File: config.mk
export PLATFORM = sky130hd
export DESIGN_NAME = alarm_cmp
export DESIGN_NICKNAME = d
export VERILOG_FILES = /design/src/rtl/alarm_cmp_pkg.sv /design/src/rtl/alarm_cmp_stage.sv /design/src/rtl/alarm_cmp_match.sv /design/src/rtl/alarm_cmp_flag.sv /design/src/rtl/alarm_cmp.sv
export SDC_FILE = /design/constraint.sdc
export NUM_CORES = 1
export LEC_CHECK = 0
export ABC_AREA = 1
export CORE_MARGIN = 1.5
export CORE_UTILIZATION = 28
export DETAILED_ROUTE_END_ITERATION = 7
export DONT_BUFFER_PORTS = 1
export PLACE_DENSITY = 0.45
export SLEW_MARGIN = 20
export SYNTH_ARGS = -nofsm -noshare
export SYNTH_HDL_FRONTEND = slang
export SYNTH_HIERARCHICAL = 1
export SYNTH_SLANG_ARGS = --single-unit
File: constraint.sdc
create_clock -name clk -period 8.1 [get_ports clk]
set_input_delay 1.215 -clock clk [delete_from_list [all_inputs] [get_ports clk]]
set_output_delay 1.215 -clock clk [all_outputs]
set_load 0.1 [all_outputs]
File: src/rtl/alarm_cmp_pkg.sv
package alarm_cmp_pkg;
  typedef enum logic {
    MODE_ONESHOT = 1'b0,
    MODE_REPEAT  = 1'b1
  } alarm_mode_e;

  localparam int unsigned LO_WORD_W = 32;
endpackage

File: src/rtl/alarm_cmp_stage.sv
module alarm_cmp_stage #(
  parameter int unsigned CNT_W = 52,
  parameter int unsigned PER_W = 26,
  localparam int unsigned HI_W = CNT_W - alarm_cmp_pkg::LO_WORD_W
) (
  input  logic                                clk,
  input  logic                                rst_n,
  input  logic                                hi_we,
  input  logic [HI_W-1:0]                     hi_data,
  input  logic                                lo_we,
  input  logic [alarm_cmp_pkg::LO_WORD_W-1:0] lo_data,
  input  logic                                per_we,
  input  logic [PER_W-1:0]                    per_data,
  input  logic                                load_stb,
  output logic [CNT_W-1:0]                    tgt_act,
  output logic [PER_W-1:0]                    per_act
);
  localparam int unsigned LW = alarm_cmp_pkg::LO_WORD_W;

  logic [CNT_W-1:0] tgt_shd_q, tgt_shd_n;
  logic [PER_W-1:0] per_shd_q, per_shd_n;
  logic [CNT_W-1:0] tgt_act_q;
  logic [PER_W-1:0] per_act_q;
  logic             shd_en;

  // Shadow next state: each word is replaced independently of the other.
  always_comb begin
    tgt_shd_n = tgt_shd_q;
    per_shd_n = per_shd_q;
    if (hi_we)  tgt_shd_n[CNT_W-1:LW] = hi_data;
    if (lo_we)  tgt_shd_n[LW-1:0]     = lo_data;
    if (per_we) per_shd_n             = per_data;
  end

  assign shd_en = hi_we | lo_we | per_we;

  always_ff @(posedge clk or negedge rst_n) begin
    if (!rst_n) begin
      tgt_shd_q <= '0;
      per_shd_q <= '0;
    end else if (shd_en) begin
      tgt_shd_q <= tgt_shd_n;
      per_shd_q <= per_shd_n;
    end
  end

  // Active copy is taken from the shadow as it stood before this edge.
  always_ff @(posedge clk or negedge rst_n) begin
    if (!rst_n) begin
      tgt_act_q <= '0;
      per_act_q <= '0;
    end else if (load_stb) begin
      tgt_act_q <= tgt_shd_q;
      per_act_q <= per_shd_q;
    end
  end

  assign tgt_act = tgt_act_q;
  assign per_act = per_act_q;
endmodule

File: src/rtl/alarm_cmp_match.sv
module alarm_cmp_match
  import alarm_cmp_pkg::*;
#(
  parameter int unsigned CNT_W = 52,
  parameter int unsigned PER_W = 26
) (
  input  logic             clk,
  input  logic             rst_n,
  input  logic [CNT_W-1:0] count_a,
  input  logic [CNT_W-1:0] count_b,
  input  logic             unit_sel,
  input  logic             work_en,
  input  logic             mode_sel,
  input  logic             load_stb,
  input  logic [CNT_W-1:0] tgt_act,
  input  logic [PER_W-1:0] per_act,
  output logic             fire
);
  localparam int unsigned PAD_W = CNT_W - PER_W;

  alarm_mode_e      mode, mode_q;
  logic             tgt_armed_q, tgt_armed_n;
  logic             rep_armed_q, rep_armed_n;
  logic [CNT_W-1:0] next_pt_q, next_pt_n;
  logic [CNT_W-1:0] cnt_sel, per_ext;
  logic             hit_tgt, hit_rep, rep_arm;
  logic             tgt_en, rep_en;

  assign mode    = alarm_mode_e'(mode_sel);
  assign cnt_sel = unit_sel ? count_b : count_a;
  assign per_ext = {{PAD_W{1'b0}}, per_act};
  assign rep_arm = (mode == MODE_REPEAT) && (mode_q == MODE_ONESHOT);

  assign hit_tgt = work_en && (mode == MODE_ONESHOT) && tgt_armed_q &&
                   (cnt_sel >= tgt_act);
  assign hit_rep = work_en && (mode == MODE_REPEAT) && rep_armed_q &&
                   !rep_arm && (cnt_sel >= next_pt_q);
  assign fire    = hit_tgt | hit_rep;

  always_comb begin
    tgt_armed_n = tgt_armed_q;
    if (load_stb)     tgt_armed_n = 1'b1;
    else if (hit_tgt) tgt_armed_n = 1'b0;
  end
  assign tgt_en = load_stb | hit_tgt;

  always_comb begin
    rep_armed_n = rep_armed_q;
    next_pt_n   = next_pt_q;
    if (mode != MODE_REPEAT) begin
      rep_armed_n = 1'b0;
    end else if (rep_arm) begin
      rep_armed_n = 1'b1;
      next_pt_n   = cnt_sel + per_ext;
    end else if (hit_rep) begin
      next_pt_n   = next_pt_q + per_ext;
    end
  end
  assign rep_en = (mode != MODE_REPEAT) | rep_arm | hit_rep;

  always_ff @(posedge clk or negedge rst_n) begin
    if (!rst_n) begin
      mode_q <= MODE_ONESHOT;
    end else begin
      mode_q <= mode;
    end
  end

  always_ff @(posedge clk or negedge rst_n) begin
    if (!rst_n) begin
      tgt_armed_q <= 1'b0;
    end else if (tgt_en) begin
      tgt_armed_q <= tgt_armed_n;
    end
  end

  always_ff @(posedge clk or negedge rst_n) begin
    if (!rst_n) begin
      rep_armed_q <= 1'b0;
      next_pt_q   <= '0;
    end else if (rep_en) begin
      rep_armed_q <= rep_armed_n;
      next_pt_q   <= next_pt_n;
    end
  end
endmodule

File: src/rtl/alarm_cmp_flag.sv
module alarm_cmp_flag (
  input  logic clk,
  input  logic rst_n,
  input  logic fire,
  input  logic int_clr,
  input  logic int_ena,
  output logic evt_pulse,
  output logic raw_flag,
  output logic irq
);
  logic evt_q;
  logic raw_q, raw_n;
  logic raw_en;

  // A fire on the same edge overrides the clear.
  always_comb begin
    raw_n = raw_q;
    if (fire)         raw_n = 1'b1;
    else if (int_clr) raw_n = 1'b0;
  end
  assign raw_en = fire | int_clr;

  always_ff @(posedge clk or negedge rst_n) begin
    if (!rst_n) begin
      evt_q <= 1'b0;
    end else begin
      evt_q <= fire;
    end
  end

  always_ff @(posedge clk or negedge rst_n) begin
    if (!rst_n) begin
      raw_q <= 1'b0;
    end else if (raw_en) begin
      raw_q <= raw_n;
    end
  end

  assign evt_pulse = evt_q;
  assign raw_flag  = raw_q;
  assign irq       = raw_q & int_ena;
endmodule

File: src/rtl/alarm_cmp.sv
module alarm_cmp #(
  parameter int unsigned CNT_W = 52,
  parameter int unsigned PER_W = 26,
  localparam int unsigned HI_W = CNT_W - alarm_cmp_pkg::LO_WORD_W
) (
  input  logic                                clk,
  input  logic                                rst_n,
  input  logic [CNT_W-1:0]                    count_a,
  input  logic [CNT_W-1:0]                    count_b,
  input  logic                                unit_sel,
  input  logic                                work_en,
  input  logic                                mode_sel,
  input  logic                                tgt_hi_we,
  input  logic [HI_W-1:0]                     tgt_hi_data,
  input  logic                                tgt_lo_we,
  input  logic [alarm_cmp_pkg::LO_WORD_W-1:0] tgt_lo_data,
  input  logic                                per_we,
  input  logic [PER_W-1:0]                    per_data,
  input  logic                                load_stb,
  input  logic                                int_ena,
  input  logic                                int_clr,
  output logic                                evt_pulse,
  output logic                                raw_flag,
  output logic                                irq
);
  logic [1:0]       rst_sync_q;
  logic             rst_n_sync;
  logic [CNT_W-1:0] tgt_act;
  logic [PER_W-1:0] per_act;
  logic             fire;

  // Asynchronous assertion, synchronous release.
  always_ff @(posedge clk or negedge rst_n) begin
    if (!rst_n) begin
      rst_sync_q <= 2'b00;
    end else begin
      rst_sync_q <= {rst_sync_q[0], 1'b1};
    end
  end
  assign rst_n_sync = rst_sync_q[1];

  alarm_cmp_stage #(.CNT_W(CNT_W), .PER_W(PER_W)) u_stage (
    .clk      (clk),
    .rst_n    (rst_n_sync),
    .hi_we    (tgt_hi_we),
    .hi_data  (tgt_hi_data),
    .lo_we    (tgt_lo_we),
    .lo_data  (tgt_lo_data),
    .per_we   (per_we),
    .per_data (per_data),
    .load_stb (load_stb),
    .tgt_act  (tgt_act),
    .per_act  (per_act)
  );

  alarm_cmp_match #(.CNT_W(CNT_W), .PER_W(PER_W)) u_match (
    .clk      (clk),
    .rst_n    (rst_n_sync),
    .count_a  (count_a),
    .count_b  (count_b),
    .unit_sel (unit_sel),
    .work_en  (work_en),
    .mode_sel (mode_sel),
    .load_stb (load_stb),
    .tgt_act  (tgt_act),
    .per_act  (per_act),
    .fire     (fire)
  );

  alarm_cmp_flag u_flag (
    .clk       (clk),
    .rst_n     (rst_n_sync),
    .fire      (fire),
    .int_clr   (int_clr),
    .int_ena   (int_ena),
    .evt_pulse (evt_pulse),
    .raw_flag  (raw_flag),
    .irq       (irq)
  );
endmodule

==> results of run 1 <==
-- routing by layer --
| metal | global-route usage | wire, um |
|---|---|---|
| met3 | 0.02869 | 2289 |
| met4 | 0.05889 | 1349 |
| met5 | 0 | 17 |
| met1 | 0.2469 | 23010 |
| met2 | 0.2592 | 19870 |
-- state kept, by name, summed over array words and instances (netlist names) --
name,flops
u_stage/tgt_shd_q,52
u_stage/per_act,26
u_flag/raw_flag,1
u_flag/evt_pulse,1
u_match/mode_q,1
u_match/rep_armed_q,1
u_stage/tgt_act,52
u_match/tgt_armed_q,1
u_match/next_pt_q,52
u_stage/per_shd_q,26
rst_sync_q,2
-- critical path, cell delays in order --
cell	delay, ps
clkinv_2	580
nand2_1	240
nand2_1	170
ha_1	330
nand2_1	60
nor2_1	130
nand2_1	100
nor2_1	280
nand3_1	180
nor2_1	120
nor2_1	50
nand3_1	100
nand2_2	380
nand2_2	740
buf_4	500
nand2_1	120
o21ai_0	100
-- synthesized netlist by cell type (8+ instances only) --
cell      number
inv_2          8
nand2_1     1072
nand4_1       16
nor2_1        98
clkbuf_1      14
nand3_1       97
xor2_1        22
xnor2_1        8
a21oi_1       67
buf_4         14
ha_1         130
nor3_1         8
nand2_2       35
inv_1        217
buf_2         28
o21ai_0       72
dfrtp_1      215
-- cell type report --
type,instances,area share
clock buffer,38,0.04601
antenna,2,0.0003083
sequential,215,0.3317
tap,688,0.05303
timing repair buffer,3,0.002158
clock inverter,10,0.007862
multi-input combinational,1671,0.5059
inverter,228,0.05303
-- how the worst min path moves through the flow --
stage / startpoint / endpoint / slack [ps] / cells after the start
global placement: rst_sync_q[0]$_DFF_PN0_ / rst_sync_q[1]$_DFF_PN0_ / 340 / 0
CTS: rst_n / rst_sync_q[1]$_DFF_PN0_ / 330 / 0
global route: rst_n / rst_sync_q[1]$_DFF_PN0_ / 330 / 0
detailed placement: rst_sync_q[0]$_DFF_PN0_ / rst_sync_q[1]$_DFF_PN0_ / 330 / 0
floorplan: rst_sync_q[0]$_DFF_PN0_ / rst_sync_q[1]$_DFF_PN0_ / 330 / 0
finish: rst_sync_q[0]$_DFF_PN0_ / rst_sync_q[1]$_DFF_PN0_ / 350 / 0
-- power by group --
part           switching [mW]  internal [mW]  leakage [nW]
Sequential              0.123           1.25          2.67
Combinational           0.930          0.473          5.71
Clock                   0.481          0.732         0.430
Total                    1.53           2.46          8.81
-- cells in the final DEF (no fill, tap or decap), drive strengths merged --
cell,n
o21a,3
buf,3
clkinvlp,1
a21boi,1
clkinv,8
ha,130
nand3,99
or2,1
o21ai,75
and3,1
o21bai,5
a21o,3
a31oi,3
nand3b,4
conb,1
xnor2,8
and2,2
mux2i,1
nand2,1109
nor2,108
dfrtp,215
nand4,17
a21oi,67
xor2,22
clkbuf,38
inv,226
bufinv,3
fa,1
diode,2
nor3,10
-- per-stage QoR --
step,util,cell area (um2),cells
2_1_floorplan,-,14870,2181
3_3_place_gp,0.2922,15350,2805
3_5_place_dp,0.2922,15350,2805
4_1_cts,0.3088,16230,2853
5_1_grt,0.3089,16230,2855
6_report,0.3089,16230,2855
-- kinds of logic (layout without fill, tap and decap cells) --
group,Yosys count,count (layout),synth area share
AOI/OAI and AO/OA,157,157,0.05512
muxes,1,1,0.0006733
other,1,3,0.0002522
xor gates and xnor gates,30,30,0.01767
and+or+nand+nor,1351,1351,0.3679
buffers and inverters,295,279,0.08575
DFF,215,215,0.3619
adders and majority gates,131,131,0.1107
==> impl_metrics.tcl, run 1 <==
set metrics [dict create \
    status "finished, final reports clean" \
    ys.flop_type "dfrtp_1" \
    clock_path_buffers 3 \
    yosys_warnings 6 \
    rr_startpoint "u_match/next_pt_q[48]$_DFFE_PN0P_" \
    dieArea_um2 54490 \
    max_freq_mhz 198.5 \
    wirelength_mm 46.54 \
    crit_path_end_kind "flop" \
    p_total_mw 3.990 \
    coreArea_um2 52550 \
    worst_r2r_endpoint "u_match/next_pt_q[16]$_DFFE_PN0P_" \
    r2r_slack_ps 4340 \
    arrival_ps 5500 \
    syn_inst 2181 \
    pin_count 196 \
    ir_worst_vdd_uv 120.7 \
    cts_resized 0 \
    relSlewSlack 0.3064 \
    cts_root_buf "clkbuf_16" \
    synth_area_leader_cell "dfrtp_1" \
    vias 13030 \
    area_growth_pct 9.181 \
    place_congestion 0.8657 \
    whs_ps 347.1 \
    clock_skew_ps 10.22 \
    num_rows 84 \
    p_per_area_nw_per_um2 245.8 \
    syn-num-nets 2505 \
    multiInputGateArea_um2 8213 \
    fp.dieW_um 233.4 \
    netlist_area_um2 14870 \
    worstMarginPinSlew_ps 1039 \
    cp-start-kind "primary input" \
    fp.dieH_um 233.4 \
    pre_cts_ws_ps 2508 \
    n_fill_cell 5807 \
    postCtsSetupRepairBufs 0 \
    grt_max_degree 158 \
    grt_pass1_wl_mm 72.64 \
    path_class "in2reg" \
    hold_class "reg2reg" \
    cts.sinks 215 \
    antenna_found_initial 3 \
    avgSynthCellArea_um2 6.817 \
    firstDrtPassIters 5 \
    synth_cell_type_count 43 \
    rsz0062_at_grt "false" \
    seq_area_um2 5384 \
    worst_ep_required_time_ps 8560 \
    setup_tns_ps 0 \
    synthTopCellsByArea "dfrtp_1, nand2_1, ha_1" \
    finalSetupViolCount 0 \
    track_usage 0.1720 \
    drt_iter0_markers 790 \
    critPathLaunch "unit_sel" \
    start_util 0.2829 \
    wl_per_cell_um 16.30 \
    grt_pass1_vias 12640 \
    path_max_fanout 53 \
    cts_hold_buf 0 \
    detail_route.vias_per_cell 4.565 \
    clk_pin_slew_ps 60 \
    io_buffers 0 \
    synth_edf_count 0 \
    fin_nets 2469 \
    max-cap-violations 0 \
    ys_ff_latch 215 \
    slew_viol_final 0 \
    cts_made_buffers 26 \
    clock_latency_ps 550 \
    overflow 0 \
    ys_async_sr_fraction 1.000 \
    dpl.hpwl_mm 35.68 \
    cts-htree-levels 1 \
    cp-endpoint "u_match/next_pt_q[16]$_DFFE_PN0P_" \
    p_leak_nw 8.811 \
    drc 0 \
    cts_tree "done" \
    period_share 0.6220 \
    drive_above_1_share 0.05035 \
    yosysSeqAreaShare 0.3619 \
    antenna_left 0 \
    period_needed_ps 5038 \
    setup_ws_ps 3062 \
    r2r.worst_path.cells 15 \
    finalHoldViolCount 0 \
    yosysTopAreaCellShare 0.3619 \
]
No activity file was read; power rests on OpenSTA's default activity.
==> run 2, diff against run 1 <==
==> constraint.sdc (replaced) <==
create_clock -name clk -period 4.75 [get_ports clk]
set_input_delay 0.7125 -clock clk [delete_from_list [all_inputs] [get_ports clk]]
set_output_delay 0.7125 -clock clk [all_outputs]
set_load 0.1 [all_outputs]
==> impl_metrics.tcl, run 2 (synthesis gave the netlist of run 1 again) <==
set metrics [dict create \
    clock_path_buffers 3 \
    area_growth_pct 9.771 \
    hold_class "in2reg" \
    finalHoldViolCount 0 \
    clock_skew_ps 13.33 \
    slew_viol_final 0 \
    p_per_area_nw_per_um2 419.9 \
    track_usage 0.1746 \
    layout_commonest_cell "nand2_1" \
    crit_path_end_kind "flop" \
    detail_route.vias_per_cell 4.570 \
    worst_ep_required_time_ps 5220 \
    cp-start-kind "primary input" \
    relSlewSlack 0.3262 \
    cp-endpoint "u_match/next_pt_q[20]$_DFFE_PN0P_" \
    ir_worst_vdd_uv 298.2 \
    io_buffers 0 \
    overflow 0 \
    critPathLaunch "unit_sel" \
    crit_chain "clkinv_2, buf_4, nand2_1, nand2_1, ha_1, nand2_1, nor2_1, nand2_1, nor2_1, nand3_1, nor2_1, nor2_1, nand3_1, nand2_2, nand2_2, buf_12, nand2_1, o21ai_0" \
    wl_per_cell_um 16.23 \
    path_max_fanout 80 \
    antenna_left 0 \
    antenna_found_initial 3 \
    cts_made_buffers 27 \
    vias 13080 \
    drt_iter0_markers 838 \
    cts_tree "done" \
    firstDrtPassIters 5 \
    setup_tns_ps 0 \
    status "finished, final reports clean" \
    dpl.hpwl_mm 35.85 \
    grt_pass1_vias 12910 \
    fp.dieH_um 233.4 \
    clk_pin_slew_ps 60 \
    worstMarginPinSlew_ps 1010 \
    postCtsSetupRepairBufs 0 \
    clock_latency_ps 560 \
    cts_root_buf "clkbuf_16" \
    fp.dieW_um 233.4 \
    cp_slowest_stage_delay_ps 390 \
    seq_area_um2 5384 \
    pin_count 196 \
    worst_r2r_endpoint "u_match/next_pt_q[20]$_DFFE_PN0P_" \
    path_class "in2reg" \
    dieArea_um2 54490 \
    rr_startpoint "u_match/mode_q$_DFF_PN0_" \
    cts-htree-levels 1 \
    crit_slowest_cell "buf_4" \
    drc 0 \
    rsz0062_at_grt "false" \
    critical_path_buf_inv_count 3 \
    n_fill_cell 5823 \
    utilization 0.3106 \
    place_congestion 0.8694 \
    cts_resized 0 \
    r2r_slack_ps 1370 \
    period_needed_ps 3426 \
    finalSetupViolCount 0 \
    cpMostUsedCell "nand2_1" \
    grt_pass1_wl_mm 73.91 \
    multiInputGateArea_um2 8213 \
    layout_common_cells "nand2_1, inv_1, dfrtp_1" \
    grt_max_degree 81 \
    wirelength_mm 46.44 \
    coreArea_um2 52550 \
    cts.sinks 215 \
    fin_nets 2476 \
    crit_family "simple AND/OR/NAND/NOR gates" \
    p_leak_nw 8.851 \
    arrival_ps 3890 \
    max_freq_mhz 291.9 \
    cp.depth 18 \
    drive_above_1_share 0.05433 \
    max-cap-violations 0 \
    start_util 0.2829 \
    num_rows 84 \
    r2r.worst_path.cells 12 \
    period_share 0.7213 \
]
==> run 2: cell type report <==
class | instances | share of cell area
multi-input combinational | 1671 | 0.5032
sequential | 215 | 0.3299
inverter | 228 | 0.05274
tap | 688 | 0.05274
clock buffer | 34 | 0.04423
clock inverter | 15 | 0.01104
timing repair buffer | 9 | 0.005826
antenna | 2 | 0.0003067
==> run 2: metal layers <==
| metal | share of wire | up-vias | global-route usage |
|---|---|---|---|
| met4 | 0.027 | 2 | 0.05369 |
| met2 | 0.43 | 254 | 0.2678 |
| met1 | 0.50 | 6050 | 0.2506 |
| li1 | - | 6715 | - |
| met3 | 0.044 | 58 | 0.02673 |
| met5 | 0.00028 | - | 0 |
==> run 2: metrics by stage <==
| step | std cells | instance area (um2) | hold WS [ps] | setup WS, ps | total power, mW |
|---|---|---|---|---|---|
| final | 2862 | 16320 | 181.5 | 1324 | 6.854 |
| after floorplan | 2181 | 14870 | 331.1 | 1212 | 4.105 |
| after CTS | 2860 | 16320 | 156.6 | 1326 | 6.922 |
| after detailed placement | 2810 | 15400 | 336.3 | 741.6 | 4.743 |
| after global placement | 2810 | 15400 | 338.5 | 809.3 | 4.737 |
| after global routing | 2862 | 16320 | 160.4 | 1048 | 7.410 |
==> run 2: worst min-delay path by stage <==
stage	start	end	slack (ps)	depth (start not counted)
after global placement	rst_sync_q[0]$_DFF_PN0_	rst_sync_q[1]$_DFF_PN0_	340	0
final	mode_sel	u_match/mode_q$_DFF_PN0_	180	0
after detailed placement	rst_sync_q[0]$_DFF_PN0_	rst_sync_q[1]$_DFF_PN0_	340	0
after floorplan	rst_sync_q[0]$_DFF_PN0_	rst_sync_q[1]$_DFF_PN0_	330	0
after CTS	mode_sel	u_match/mode_q$_DFF_PN0_	160	0
after global routing	mode_sel	u_match/mode_q$_DFF_PN0_	160	0
==> run 2: timing repair <==
item,4_1_cts,5_1_grt
setup endpoints to repair,0,0
hold endpoints to repair,2,0
hold buffers,1,0
==> run 2: where the power goes <==
part	internal, mW	total (mW)	switching, mW
sequential	2.13	2.34	0.211
clock	1.25	2.12	0.876
combinational	0.811	2.38	1.57
==> run 2: worst reg2reg max path, delay by kind of cell (launching register included) <==
kind | cells | cell delay (ps)
compound gates | 4 | 960
xor+xnor | 1 | 220
fa+ha+maj | 1 | 500
simple gates | 6 | 1100
flops | 1 | 450
